File: src/rtl/cs_pkg.sv
package cs_pkg;

    // Occupancy level of the stack; drives the empty and full flags.
    typedef enum logic [1:0] {
        CS_EMPTY   = 2'd0,
        CS_PARTIAL = 2'd1,
        CS_FULL    = 2'd2
    } cs_level_e;

    // Action decided for the instruction in the current cycle.
    typedef enum logic [2:0] {
        ACT_IDLE  = 3'd0,
        ACT_PUSH  = 3'd1,
        ACT_POP   = 3'd2,
        ACT_SWAP  = 3'd3,
        ACT_CLEAR = 3'd4,
        ACT_FAULT = 3'd5
    } cs_act_e;

endpackage

File: src/rtl/cs_ctrl.sv
module cs_ctrl
    import cs_pkg::*;
(
    input  logic      clk_i,
    input  logic      rst_ni,
    input  logic      clr_i,
    input  logic      op_valid_i,
    input  logic      src_a_i,
    input  logic      src_b_i,
    input  logic      dst_i,
    input  logic      ptr_one_i,
    input  logic      ptr_below_top_i,
    output cs_act_e   act_o,
    output cs_level_e level_o,
    output logic      err_o
);

    cs_level_e state_q;
    cs_level_e state_d;
    cs_act_e   act;
    logic      rd_x1;
    logic      wr_x1;

    // Two sources naming x1 still mean a single read of the top.
    assign rd_x1 = src_a_i | src_b_i;
    assign wr_x1 = dst_i;

    // Action decode from the instruction and the present level.
    always_comb begin
        act = ACT_IDLE;
        if (clr_i) begin
            act = ACT_CLEAR;
        end else if (op_valid_i) begin
            unique case (state_q)
                CS_EMPTY: begin
                    if (rd_x1)      act = ACT_FAULT;
                    else if (wr_x1) act = ACT_PUSH;
                end
                CS_PARTIAL: begin
                    if (rd_x1 && wr_x1) act = ACT_SWAP;
                    else if (rd_x1)     act = ACT_POP;
                    else if (wr_x1)     act = ACT_PUSH;
                end
                CS_FULL: begin
                    if (rd_x1 && wr_x1) act = ACT_SWAP;
                    else if (rd_x1)     act = ACT_POP;
                    else if (wr_x1)     act = ACT_FAULT;
                end
                default: act = ACT_FAULT;
            endcase
        end
    end

    // Next-state logic: fill, top-out, drain, last-out, clear.
    always_comb begin
        state_d = state_q;
        if (act == ACT_CLEAR) begin
            state_d = CS_EMPTY;
        end else begin
            unique case (state_q)
                CS_EMPTY: begin
                    if (act == ACT_PUSH) state_d = CS_PARTIAL;
                end
                CS_PARTIAL: begin
                    if (act == ACT_PUSH && ptr_below_top_i)   state_d = CS_FULL;
                    else if (act == ACT_POP && ptr_one_i)     state_d = CS_EMPTY;
                end
                CS_FULL: begin
                    if (act == ACT_POP) state_d = CS_PARTIAL;
                end
                default: state_d = CS_EMPTY;
            endcase
        end
    end

    // State register.
    always_ff @(posedge clk_i or negedge rst_ni) begin
        if (!rst_ni) begin
            state_q <= CS_EMPTY;
        end else begin
            state_q <= state_d;
        end
    end

    // Outputs.
    always_comb begin
        act_o   = act;
        level_o = state_q;
        err_o   = (act == ACT_FAULT);
    end

endmodule

File: src/rtl/cs_ptr.sv
module cs_ptr
    import cs_pkg::*;
#(
    parameter int DEPTH = 8,
    localparam int PTR_W = $clog2(DEPTH + 1)
) (
    input  logic             clk_i,
    input  logic             rst_ni,
    input  cs_act_e          act_i,
    output logic [PTR_W-1:0] ptr_o,
    output logic             one_o,
    output logic             below_top_o
);

    localparam logic [PTR_W-1:0] PTR_ONE = PTR_W'(1);
    localparam logic [PTR_W-1:0] PTR_BELOW_TOP = PTR_W'(DEPTH - 1);

    logic [PTR_W-1:0] ptr_q;
    logic [PTR_W-1:0] ptr_d;

    // Count of live entries; a replacement leaves it alone.
    always_comb begin
        ptr_d = ptr_q;
        unique case (act_i)
            ACT_CLEAR: ptr_d = '0;
            ACT_PUSH:  ptr_d = ptr_q + PTR_ONE;
            ACT_POP:   ptr_d = ptr_q - PTR_ONE;
            default:   ptr_d = ptr_q;
        endcase
    end

    always_ff @(posedge clk_i or negedge rst_ni) begin
        if (!rst_ni) begin
            ptr_q <= '0;
        end else begin
            ptr_q <= ptr_d;
        end
    end

    assign ptr_o       = ptr_q;
    assign one_o       = (ptr_q == PTR_ONE);
    assign below_top_o = (ptr_q == PTR_BELOW_TOP);

endmodule

File: src/rtl/cs_mem.sv
module cs_mem
    import cs_pkg::*;
#(
    parameter int DEPTH = 8,
    parameter int WIDTH = 32,
    localparam int PTR_W = $clog2(DEPTH + 1)
) (
    input  logic             clk_i,
    input  logic             rst_ni,
    input  cs_act_e          act_i,
    input  logic [PTR_W-1:0] ptr_i,
    input  logic [WIDTH-1:0] wdata_i,
    output logic [WIDTH-1:0] top_o
);

    logic [WIDTH-1:0] ent_q [DEPTH];

    // One register per slot; slot k is written by an insertion when k
    // entries are held, or by a replacement when k+1 entries are held.
    for (genvar k = 0; k < DEPTH; k++) begin : g_slot
        logic wr_en;
        assign wr_en = ((act_i == ACT_PUSH) && (ptr_i == PTR_W'(k))) ||
                       ((act_i == ACT_SWAP) && (ptr_i == PTR_W'(k + 1)));

        always_ff @(posedge clk_i or negedge rst_ni) begin
            if (!rst_ni) begin
                ent_q[k] <= '0;
            end else if (wr_en) begin
                ent_q[k] <= wdata_i;
            end
        end
    end

    // Top-of-stack read; zero when nothing is held.
    always_comb begin
        top_o = '0;
        for (int k = 0; k < DEPTH; k++) begin
            if (ptr_i == PTR_W'(k + 1)) begin
                top_o = ent_q[k];
            end
        end
    end

endmodule

File: src/rtl/link_stack.sv
module link_stack
    import cs_pkg::*;
#(
    parameter int DEPTH = 8,
    parameter int WIDTH = 32
) (
    input  logic             clk_i,
    input  logic             rst_ni,
    input  logic             clr_i,
    input  logic             op_valid_i,
    input  logic             src_a_i,
    input  logic             src_b_i,
    input  logic             dst_i,
    input  logic [WIDTH-1:0] wdata_i,
    output logic [WIDTH-1:0] rdata_o,
    output logic             err_o,
    output logic             empty_o,
    output logic             full_o
);

    localparam int PTR_W = $clog2(DEPTH + 1);

    cs_act_e          act;
    cs_level_e        level;
    logic [PTR_W-1:0] ptr;
    logic             ptr_one;
    logic             ptr_below_top;

    cs_ctrl u_ctrl (
        .clk_i           (clk_i),
        .rst_ni          (rst_ni),
        .clr_i           (clr_i),
        .op_valid_i      (op_valid_i),
        .src_a_i         (src_a_i),
        .src_b_i         (src_b_i),
        .dst_i           (dst_i),
        .ptr_one_i       (ptr_one),
        .ptr_below_top_i (ptr_below_top),
        .act_o           (act),
        .level_o         (level),
        .err_o           (err_o)
    );

    cs_ptr #(.DEPTH(DEPTH)) u_ptr (
        .clk_i       (clk_i),
        .rst_ni      (rst_ni),
        .act_i       (act),
        .ptr_o       (ptr),
        .one_o       (ptr_one),
        .below_top_o (ptr_below_top)
    );

    cs_mem #(.DEPTH(DEPTH), .WIDTH(WIDTH)) u_mem (
        .clk_i   (clk_i),
        .rst_ni  (rst_ni),
        .act_i   (act),
        .ptr_i   (ptr),
        .wdata_i (wdata_i),
        .top_o   (rdata_o)
    );

    assign empty_o = (level == CS_EMPTY);
    assign full_o  = (level == CS_FULL);

endmodule

File: config.mk
export PLATFORM = sky130hd
export DESIGN_NAME = link_stack
export DESIGN_NICKNAME = d
export VERILOG_FILES = /design/src/rtl/cs_pkg.sv /design/src/rtl/cs_ctrl.sv /design/src/rtl/cs_ptr.sv /design/src/rtl/cs_mem.sv /design/src/rtl/link_stack.sv
export SDC_FILE = /design/constraint.sdc
export NUM_CORES = 1
export LEC_CHECK = 0
export CORE_MARGIN = 2
export CORE_UTILIZATION = 60
export CTS_CLUSTER_SIZE = 25
export DETAILED_ROUTE_END_ITERATION = 8
export PLACE_DENSITY = 0.81
export REMOVE_ABC_BUFFERS = 1
export SLEW_MARGIN = 10
export SYNTH_ARGS = -nofsm -noshare
export SYNTH_HDL_FRONTEND = slang
export SYNTH_HIERARCHICAL = 1
export SYNTH_SLANG_ARGS = --single-unit
File: constraint.sdc
create_clock -name clk_i -period 5.23 [get_ports clk_i]
set_clock_uncertainty 0.1 [all_clocks]
set_input_delay 0.7845 -clock clk_i [delete_from_list [all_inputs] [get_ports clk_i]]
set_output_delay 0.7845 -clock clk_i [all_outputs]
set_load 0.02 [all_outputs]
==> metrics.md <==
| Metric | Value |
|---|---|
| Pre-antenna DRT Iters | 5 |
| Placed instance count | 1300 |
| Gate count after technology mapping | between 1000 and 1500 |
| Seq cells post-synth | between 200 and 300 |
| Initial Utilization | between 60% and 70% |
| Slowest CP cell | dfrtp_2 |
| Vias per inst | 6.379 |
| Synth Cell Area | 12540 um^2 |
| Fraction of registers with async set/reset | 100.0% |
| Post-CTS Setup Repair Bufs | 0 |
| Placed inst area | 13520 um^2 |
| Initial antenna violation count | 0 |
| CTS tree | yes |
| Non-filler cells, final | roughly 1400 |
| Rel. slew slack | 34.80% |
| First-pass GRT wire length | 48.07 mm |
| Multi-input logic area | 5609 um^2 |
| Run status | complete, no violations |
| Clock-pin slew on the worst setup and hold paths | 60 ps |
| Power Density | 359.2 nW/um^2 |
| Final hold vios | 0 |
| CTS Sinks | about 260 |
| Resized Gates After CTS | 0 |
| N_diodes | 0 |
| Sequential cell area | 6561 um^2 |
| Worst Path Required | around 4400 ps |
| H-tree depth | 1 |
| Critical Path End Type | primary output |
| Root buffer cell | clkbuf_16 |
| Worst Path Buf+Inv | 2 |
| Initial DRC Count | 692 |
| Area grow syn2layout | 15.63% |
| MaxCap Viol Count | 0 |
| Count leader, synth | dfrtp_1 |
| Yosys top cell area share | ~52% |
| EDFF count, synth | 0 |
| # fillers | 1383 |
| Crit path DAT | 3570 ps |
| Die area | about 22000 um^2 |
| Worst-Skew Late Latency | roughly 540 ps |
| GRT Total Usage | 27.32% |
| Post-synth top cells | dfrtp_1, mux2_2, a21oi_1, o21ai_0, mux2_1 |
| Via count | 8625 |
| Sequential area share after synthesis | 52.26% |
| CORE AREA | 20360 um^2 |
| Critical path launch point type | register |
| ANT nets after route | 0 |
| Total power draw | 5.210 mW |
| Residual DRC count | 0 |
| Hold crit path type | in2async |
| Largest net degree at the start of global routing | ~130 |
| F_max | 224.7 MHz |
| I/O pins | 74 |
| WL/cell | approximately 22 um |
| Lkg Pwr | between 6 and 7 nW |
| Die width | 148.6 um |
| Vias in the first global route | 8819 |
| Crit path time final | 4451 ps |
| Crit path cell chain | or2_1 > nor3b_2 > buf_4 > a21oi_1 > a221o_1 > clkdlybuf4s50_1 |
| Cell area after layout | 14510 um^2 |
| Cell family with the largest share of critical-path delay | buffers and inverters |
| RSZ-0062 raised after global routing | false |
| IR drop worst, VDD | between 200 and 300 uV |
| Slowest cell delay on critical path | slightly above 700 ps |
| Final Cycle Share | 85.11% |
| Synth Flop Type | dfrtp_1 |
| Final Setup Violations | 0 |
| Layout cell share with drive strength beyond 1 | 29.02% |
| Synth cell types | between 50 and 60 |
| Hold_buf cts | 0 |
| Longest Clk Path Bufs | 3 |
| Synth Warn # | 6 |
| Drt total wl | 29.23 mm |
| Placer Congestion | 0.7736 |
| Yosys top cell by area | dfrtp_1 |
| Dpl hpwl | around 17 mm |
| PortBufs | 73 |
| Fin. max-slew vios | 0 |
| Total gr overflow | 0 |
| Rows | 52 |
| Die Y | 148.6 um |
| Crit path kind | reg2out |
| Worst-path maximum fanout | 46 |
| Mean post-synth cell area | 12.41 um^2 |
| Slew @ Worst Pin | 978.0 ps |
| TritonCTS Buffers | 28 |
| Top post-synthesis cells by area | dfrtp_1, mux2_2, mux2_1 |
| Final net count | 1102 |
==> final timing paths <==
kind	startpoint	end	slack (ps)	cells past startpoint
max in group asynchronous	rst_ni	u_mem/ent_q[248]	3630	2
min reg2reg	u_mem/ent_q[67]	u_mem/ent_q[67]	390	1
min in group clk_i	u_mem/ent_q[67]	u_mem/ent_q[67]	390	1
min	rst_ni	u_mem/ent_q[71]	260	1
max reg2reg	u_ctrl/level_o[0]	u_mem/ent_q[171]	1730	8
max	u_ptr/ptr_o[1]	rdata_o[23]	780	6
==> registers in the layout (all words and copies together) (netlist names) <==
name	cells
u_ptr/ptr_o	4
u_ctrl/level_o	2
u_mem/ent_q	256
==> power breakdown <==
group | switching [mW] | internal [mW]
clock network | 0.822 | 1.24
logic | 0.338 | 0.361
registers | 0.157 | 2.30
total | 1.32 | 3.89
==> per-stage QoR <==
stage                     setup slack [ps]  TNS [ps]  util, %  hold WS [ps]
after floorplan                      -1133    -56550        -         352.5
after global placement               980.5         0    66.39         362.9
after detailed placement             908.4         0    66.39         370.6
after CTS                            795.3         0    71.23         289.8
after global routing                 682.7         0    71.23         342.8
final                                778.8         0    71.23         258.8
==> per-layer routing <==
metal  wire [um]  track usage, %
met1       13000           39.51
met5           0               0
met2       14180           44.07
met4         723           8.333
met3        1335           3.037
==> layout by cell type (no fill, tap or decap), drive strengths merged, types with 3 or more instances in the layout <==
| master | instances |
|---|---|
| nor3b | 4 |
| o21ai | 87 |
| a31oi | 10 |
| ha | 3 |
| o22ai | 19 |
| buf | 26 |
| nand3 | 3 |
| mux2 | 256 |
| xnor2 | 3 |
| inv | 17 |
| a221o | 23 |
| mux2i | 12 |
| clkinv | 7 |
| nand2 | 29 |
| nor2 | 10 |
| o221ai | 23 |
| or2 | 3 |
| a21oi | 87 |
| clkdlybuf4s50 | 72 |
| dfrtp | 262 |
| o2bb2ai | 23 |
| clkbuf | 41 |
| nand2b | 29 |
==> final cells by class <==
class | instances | area share [%]
clock buffer | 41 | 5.926
tap | 270 | 2.329
multi-input combinational | 653 | 38.67
clock inverter | 11 | 0.8626
sequential | 262 | 45.23
timing repair buffer | 98 | 6.538
inverter | 17 | 0.4399
==> kinds of logic (layout without fill, tap and decap cells) <==
group | count (synthesis) | count (layout) | share of synthesized area, %
AOI/OAI and AO/OA | 281 | 281 | 14.11
muxes | 268 | 268 | 24.94
DFF | 262 | 262 | 52.26
and+or+nand+nor | 97 | 97 | 4.708
buffers and inverters | 96 | 167 | 3.401
xor gates and xnor gates | 4 | 4 | 0.2793
adders and majority gates | 3 | 3 | 0.2993
(Power assumes the default switching activity.)
